[src/rtl/sync_det_pkg.sv]
package sync_det_pkg;
  typedef struct packed {
    logic syn1;
    logic syn2;
    logic dle;
  } char_hits_t;
endpackage

[src/rtl/char_match.sv]
module char_match
  import sync_det_pkg::*;
#(
  parameter int W = 8
) (
  input  logic [W-1:0] char_i,
  input  logic [W-1:0] syn1_i,
  input  logic [W-1:0] syn2_i,
  input  logic [W-1:0] dle_i,
  output char_hits_t   hits_o
);
  always_comb begin
    hits_o.syn1 = (char_i == syn1_i);
    hits_o.syn2 = (char_i == syn2_i);
    hits_o.dle  = (char_i == dle_i);
  end
endmodule

[src/rtl/syn_seq.sv]
module syn_seq
  import sync_det_pkg::*;
(
  input  logic       clk_i,
  input  logic       rst_ni,
  input  logic       en_i,
  input  logic       valid_i,
  input  char_hits_t hits_i,
  input  logic       double_syn_i,
  output logic       pat_hit_o,
  output logic       sync_o
);
  logic first_q;
  logic sync_q;

  always_comb begin
    if (double_syn_i) pat_hit_o = valid_i && first_q && hits_i.syn2;
    else              pat_hit_o = valid_i && hits_i.syn1;
  end

  always_ff @(posedge clk_i or negedge rst_ni) begin
    if (!rst_ni) begin
      first_q <= 1'b0;
      sync_q  <= 1'b0;
    end else if (!en_i) begin
      first_q <= 1'b0;
      sync_q  <= 1'b0;
    end else if (valid_i) begin
      // mismatch restarts; SYN1 in second slot becomes a new first
      first_q <= double_syn_i && hits_i.syn1 && !pat_hit_o;
      sync_q  <= sync_q | pat_hit_o;
    end
  end

  assign sync_o = sync_q;
endmodule

[src/rtl/dle_track.sv]
module dle_track
  import sync_det_pkg::*;
(
  input  logic       clk_i,
  input  logic       rst_ni,
  input  logic       en_i,
  input  logic       valid_i,
  input  char_hits_t hits_i,
  input  logic       transparent_i,
  input  logic       parity_en_i,
  input  logic       sync_i,
  output logic       dle_set_o,
  output logic       dle_syn_hit_o
);
  logic pend_q;
  logic dle_first;

  // pending DLE consumes the next DLE of a pair
  assign dle_first     = valid_i && transparent_i && hits_i.dle && !pend_q;
  assign dle_set_o     = dle_first && !parity_en_i;
  assign dle_syn_hit_o = valid_i && transparent_i && sync_i && pend_q && hits_i.syn1;

  always_ff @(posedge clk_i or negedge rst_ni) begin
    if (!rst_ni)       pend_q <= 1'b0;
    else if (!en_i)    pend_q <= 1'b0;
    else if (valid_i)  pend_q <= dle_first;
  end
endmodule

[src/rtl/sync_char_detect.sv]
module sync_char_detect
  import sync_det_pkg::*;
#(
  parameter int W = 8
) (
  input  logic         clk_i,
  input  logic         rst_ni,
  input  logic         char_valid_i,
  input  logic [W-1:0] char_i,
  input  logic [W-1:0] syn1_i,
  input  logic [W-1:0] syn2_i,
  input  logic [W-1:0] dle_i,
  input  logic         double_syn_i,
  input  logic         transparent_i,
  input  logic         parity_en_i,
  input  logic         rx_en_i,
  input  logic         status_rd_i,
  input  logic         reset_err_i,
  output logic         sync_o,
  output logic         dle_det_o,
  output logic         syn_det_o
);
  char_hits_t hits;
  logic       valid;
  logic       pat_hit;
  logic       sync_q;
  logic       dle_set;
  logic       dle_syn_hit;
  logic       syn_set;
  logic       dle_det_q;
  logic       syn_det_q;

  assign valid = char_valid_i && rx_en_i;

  char_match #(.W(W)) u_match (
    .char_i (char_i),
    .syn1_i (syn1_i),
    .syn2_i (syn2_i),
    .dle_i  (dle_i),
    .hits_o (hits)
  );

  syn_seq u_seq (
    .clk_i        (clk_i),
    .rst_ni       (rst_ni),
    .en_i         (rx_en_i),
    .valid_i      (valid),
    .hits_i       (hits),
    .double_syn_i (double_syn_i),
    .pat_hit_o    (pat_hit),
    .sync_o       (sync_q)
  );

  dle_track u_dle (
    .clk_i         (clk_i),
    .rst_ni        (rst_ni),
    .en_i          (rx_en_i),
    .valid_i       (valid),
    .hits_i        (hits),
    .transparent_i (transparent_i),
    .parity_en_i   (parity_en_i),
    .sync_i        (sync_q),
    .dle_set_o     (dle_set),
    .dle_syn_hit_o (dle_syn_hit)
  );

  // transparent mode: plain pattern counts only before sync is held
  assign syn_set = (pat_hit && !(transparent_i && sync_q)) || dle_syn_hit;

  always_ff @(posedge clk_i or negedge rst_ni) begin
    if (!rst_ni) begin
      dle_det_q <= 1'b0;
      syn_det_q <= 1'b0;
    end else if (!rx_en_i) begin
      dle_det_q <= 1'b0;
      syn_det_q <= 1'b0;
    end else begin
      if (dle_set)          dle_det_q <= 1'b1;
      else if (reset_err_i) dle_det_q <= 1'b0;
      if (syn_set)          syn_det_q <= 1'b1;
      else if (status_rd_i) syn_det_q <= 1'b0;
    end
  end

  assign sync_o    = sync_q;
  assign dle_det_o = dle_det_q;
  assign syn_det_o = syn_det_q;
endmodule

[config.mk]
export PLATFORM = sky130hd
export DESIGN_NAME = sync_char_detect
export DESIGN_NICKNAME = d
export VERILOG_FILES = /design/src/rtl/sync_det_pkg.sv /design/src/rtl/char_match.sv /design/src/rtl/syn_seq.sv /design/src/rtl/dle_track.sv /design/src/rtl/sync_char_detect.sv
export SDC_FILE = /design/constraint.sdc
export NUM_CORES = 1
export LEC_CHECK = 0
export CAP_MARGIN = 25
export CORE_AREA = 2 2 43 45
export DETAILED_ROUTE_END_ITERATION = 16
export DIE_AREA = 0 0 45 47
export PLACE_DENSITY = 0.79
export SLEW_MARGIN = 20
export SYNTH_ARGS = -nofsm -noshare
export SYNTH_HDL_FRONTEND = slang
export SYNTH_SLANG_ARGS = --single-unit
[constraint.sdc]
create_clock -name clk_i -period 3.1 [get_ports clk_i]
set_clock_uncertainty 0.2 [all_clocks]
set_input_delay 0.62 -clock clk_i [delete_from_list [all_inputs] [get_ports clk_i]]
set_output_delay 0.62 -clock clk_i [all_outputs]
set_load 0.005 [all_outputs]
Word level (Yosys, flattened, before mapping) --
Cells that the tools add are included. Widths: inputs -> output; s select.
Cells by class: add/sub/neg operators 0, multiply operators 0, shifts and indexed selects 0, order comparisons 0, reduce and logical (&&, ||, !) cells 20, eq/ne operators 6, muxes and demuxes 13, bitwise gates (word level) 1, div/mod/pow operators 0
Operators by type and width (number):
- $eq 8x8->1 | 3
- $logic_and 1x1->1 | 15
- $mux 1 | 13
- $ne 3x1->1 const B | 2
- $logic_not 1->1 | 4
- $ne 2x1->1 const B | 1
- $logic_or 1x1->1 | 1
- $or 1x1->1 | 1
Storage, ports and cells: output and inout bits 3, input port bits 41, memories 0, logic and storage cells 45, memory bits (read-only) 0, bits in latches 0, memory bits (writable) 0, flip-flop bits (word level) 5

Longest topological paths before layout --
word-level depth 8, mapped depth 6, mapped depth without buffers 5

By module --
A second synthesis with hierarchy kept.
Second synthesis, totals: cell total of the unflattened synthesis 61, area, all modules 531.8 um^2
By module, submodules not included:
- char_match | area each 259.0 um^2, cells each 33, sequential area each 0.0 um^2, instances 1
- syn_seq | area each 116.4 um^2, cells each 12, sequential area each 50.0 um^2, instances 1
- sync_char_detect | area each 92.6 um^2, cells each 8, sequential area each 50.0 um^2, instances 1
- dle_track | area each 63.8 um^2, cells each 8, sequential area each 25.0 um^2, instances 1

Worst setup path before layout --
No wires, ideal clock.
path kind input to register, start point in syn1_i[0], end point reg syn_det_q (netlist: syn_det_o), path buffers 0, cell stages on the path 5, setup slack 1.170 ns, library setup time 0.066 ns, data required time 2.834 ns, arrival time 1.664 ns, cell sequence xnor2_1 -> nand4_1 -> or4_1 -> a22oi_1 -> o31a_1
Between the ends: word-level cells in the longest chain between the ends 7, elaborated cells between the ends (all ways) 9, those cells by class 2 x eq/ne; 3 x mux; 4 x reduce/logical
Ends and longest elaborated chain:
- from (decl) | line sync_char_detect.sv:10 | input logic [W-1:0] syn1_i,
- $eq 8x8->1 * | line char_match.sv:13 | hits_o.syn1 = (char_i == syn1_i);
- $logic_and 1x1->1 | line syn_seq.sv:18 | else pat_hit_o = valid_i && hits_i.syn1;
- $mux 1 | line syn_seq.sv:17 | if (double_syn_i) pat_hit_o = valid_i && first_q && hits_i.syn2;
- $logic_and 1x1->1 | line sync_char_detect.sv:68 | assign syn_set = (pat_hit && !(transparent_i && sync_q)) || dle_syn_hit;
- $logic_or 1x1->1 * | line sync_char_detect.sv:68
- $mux 1 | line sync_char_detect.sv:80 | if (syn_set) syn_det_q <= 1'b1;
- $mux 1 | line sync_char_detect.sv:74 | end else if (!rx_en_i) begin
- to (signal assigned) | line sync_char_detect.sv:76 | syn_det_q <= 1'b0;
- to (signal assigned) | line sync_char_detect.sv:80
- to (signal assigned) | line sync_char_detect.sv:81 | else if (status_rd_i) syn_det_q <= 1'b0;
- to (decl) | line sync_char_detect.sv:31 | logic syn_det_q;
Mark *: on every way between the ends. The rest lies on a longest branch, timed or not. A chain may end at the register's enable or synchronous reset.

Worst setup path after layout --
start point in char_i[5], end point reg syn_det_q (netlist: syn_det_o)
Between the ends: word-level cells in the longest chain between the ends 7, elaborated cells between the ends (all ways) 11, those cells by class 3 x eq/ne; 3 x mux; 5 x reduce/logical
Ends and longest elaborated chain:
- from (decl) | line sync_char_detect.sv:9 | input logic [W-1:0] char_i,
- $eq 8x8->1, on equally long branches | line char_match.sv:13, char_match.sv:14
- $logic_and 1x1->1, on equally long branches | line syn_seq.sv:18, syn_seq.sv:17
- $mux 1 | line syn_seq.sv:17
- $logic_and 1x1->1 | line sync_char_detect.sv:68
- $logic_or 1x1->1 * | line sync_char_detect.sv:68
- $mux 1 | line sync_char_detect.sv:80
- $mux 1 | line sync_char_detect.sv:74
Marked as above.

==> flow_metrics.py <==
metrics = {
    "place": {
        "detailed_place.area_um2": 953,
        "portBuffers": 43,
        "place_inst": 116,
        "place_congestion": 0.757,
        "dpl.hpwl_um": 1360,
    },
    "synthesis": {
        "postSynthCellCount": 57,
        "synth_common_cells": "xnor2_1 (17), xor2_1 (7), dfrtp_1 (5)",
        "synth_warnings": 0,
        "yosysTopAreaCellShare": 0.295,
        "yosysSeqAreaShare": 0.248,
        "synth_top_cell_by_area": "xnor2_1",
        "synthesis.area_um2": 505,
        "synth_edf_count": 0,
        "ys_types": 20,
        "postSynthAreaPerCell_um2": 8.87,
        "syn_nets": 98,
        "synthFlopType": "dfrtp_1",
        "synthArstFlopShare": 1.00,
        "ys_ff_latch": 5,
        "post-synth-top-count-cell": "xnor2_1",
        "yosys-top-cells-area": "xnor2_1 (29%), dfrtp_1 (25%), xor2_1 (12%), nand4_1 (5.0%), nand3_1 (4.0%)",
    },
    "global_routing": {
        "first_global_vias": 616,
        "grt_pass1_wl_um": 2370,
        "grt_antenna_before_repair": 0,
        "grt_max_degree": 9,
        "grt_overflow_total": 0,
        "grt_use_total": 0.156,
    },
    "run": {
        "cap_violations": 0,
    },
    "pwr": {
        "power_density_mw_per_mm2": 237,
        "p_total_w": 0.000232,
        "vdd_drop_max_mv": 0.106,
        "p_leak_nw": 0.373,
    },
    "floorplan": {
        "die-area_mm2": 0.00212,
        "die_h_um": 47,
        "ioPinCount": 44,
        "die_w_um": 45,
        "coreArea_mm2": 0.00165,
        "rows": 15,
        "start_util": 0.306,
    },
    "clocking": {
        "postCtsSetupBuffers": 0,
        "cts_repair_resize_count": 0,
        "htree_levels": 1,
        "clockBufferDepth": 2,
        "clk_pin_slew_ns": 0.04,
        "cts_hold_buf": 0,
        "cts-root-buf": "clkbuf_4",
        "cts_tree": "built",
        "cts_buffers": 3,
        "clock-sinks": 5,
        "clk_latency_ns": 0.24,
    },
    "timing": {
        "tightest_slew_ns": 0.287,
        "slew_viol_final": 0,
        "setup-violations-final": 0,
        "final.setup.tns_ns": 0,
        "max_freq_mhz": 429,
        "period_share": 0.752,
        "slew_headroom": 0.807,
        "min_period_ns": 2.33,
        "hold_violations": 0,
        "rsz0062_at_grt": "no",
    },
    "critical_path": {
        "critPathMaxFanout": 3,
        "cp.arrival_ns": 2.30,
        "reg2regPathDepth": 5,
        "end_kind": "register",
        "required_ns": 3.07,
        "critical_path_class": "primary input to register",
        "start_kind": "primary input",
    },
    "finish": {
        "finalNonFillerCells": 120,
        "finish.instance_area_um2": 980,
        "diodes": 0,
        "layout-drive-gt1-share": 0.0291,
        "fin_nets": 145,
        "syn_to_final_growth_pct": 93.8,
    },
    "run_status": {
        "status": "finished, final reports clean",
    },
    "drt": {
        "num_vias": 581,
        "vias_per_cell": 4.84,
        "detail-route-antenna-nets": 0,
        "first_pass_iters": 3,
        "drc_errors": 0,
        "drt_iter0_markers": 2,
        "totalWireLength_um": 1490,
        "wl_per_cell_um": 12.4,
    },
    "min_path": {
        "hold_path_depth": 2,
        "holdCritPathClass": "register to register",
    },
}
cell type report:
class	instances	area (um2)
fill	163	672
timing repair buffer	43	430
multi-input combinational	50	373
sequential	5	125
clock buffer	4	26.3
tap	17	21.3
inverter	1	3.75
metal layers:
layer  routed length (um)  vias to the layer above  track usage
li1                     -                      293            -
met2                  845                       25        0.323
met1                  533                      261        0.156
met3                  106                        2       0.0115
met4                    8                        0       0.0706
met5                    0                        -            0
path summary, 6_finish.rpt:
path | start | endpoint | slack [ns]
setup / recovery | char_i[5] | syn_det_o | 0.77
hold reg to reg | u_seq.first_q | u_seq.first_q | 0.31
max in group asynchronous | rst_ni | u_seq.sync_o | 2.10
hold / removal | u_seq.first_q | u_seq.first_q | 0.31
setup reg to reg | u_dle.pend_q | dle_det_o | 1.53
min in group asynchronous | rst_ni | dle_det_o | 0.41
power breakdown:
part           internal, W  switching, W
Combinational    0.0000644     0.0000298
Clock            0.0000485     0.0000240
Sequential       0.0000656  0.0000000478
placed cells by master, fill, tap and decap left out, types with 2 or more instances in the layout:
cell and count:
nand3b_1 2, nand4_1 4, or4_1 2, clkbuf_4 3
dfrtp_1 5, nand3_1 4, xor2_1 7, nand2_1 3
xnor2_1 17, clkdlybuf4s50_1 43, nor3_1 2
critical path: stages:
cell             delay [ns]
clkdlybuf4s50_1        0.55
xnor2_1                0.14
nand4_1                0.11
or4_1                  0.56
a22oi_1                0.18
o31a_1                 0.14
through the flow:
step                hold WS [ns]  setup WS, ns  utilization
floorplan                  0.124          1.17            -
finish                     0.306         0.768        0.593
detailed placement         0.289         0.526        0.577
global route               0.336         0.670        0.593
CTS                        0.305         0.768        0.593
global placement           0.287         0.570        0.577
registers in the layout, summed over array words and instances (netlist names):
signal / count
u_seq.sync_o: 1
u_dle.pend_q: 1
u_seq.first_q: 1
syn_det_o: 1
dle_det_o: 1
cell families after synthesis:
group,after synthesis,share of synthesized area
AO/OA/AOI/OAI,4,0.0594
XOR/XNOR,24,0.416
buffers and inverters,2,0.0148
flip-flops,5,0.248
AND/OR/NAND/NOR,22,0.262
(Power assumes the default switching activity.)
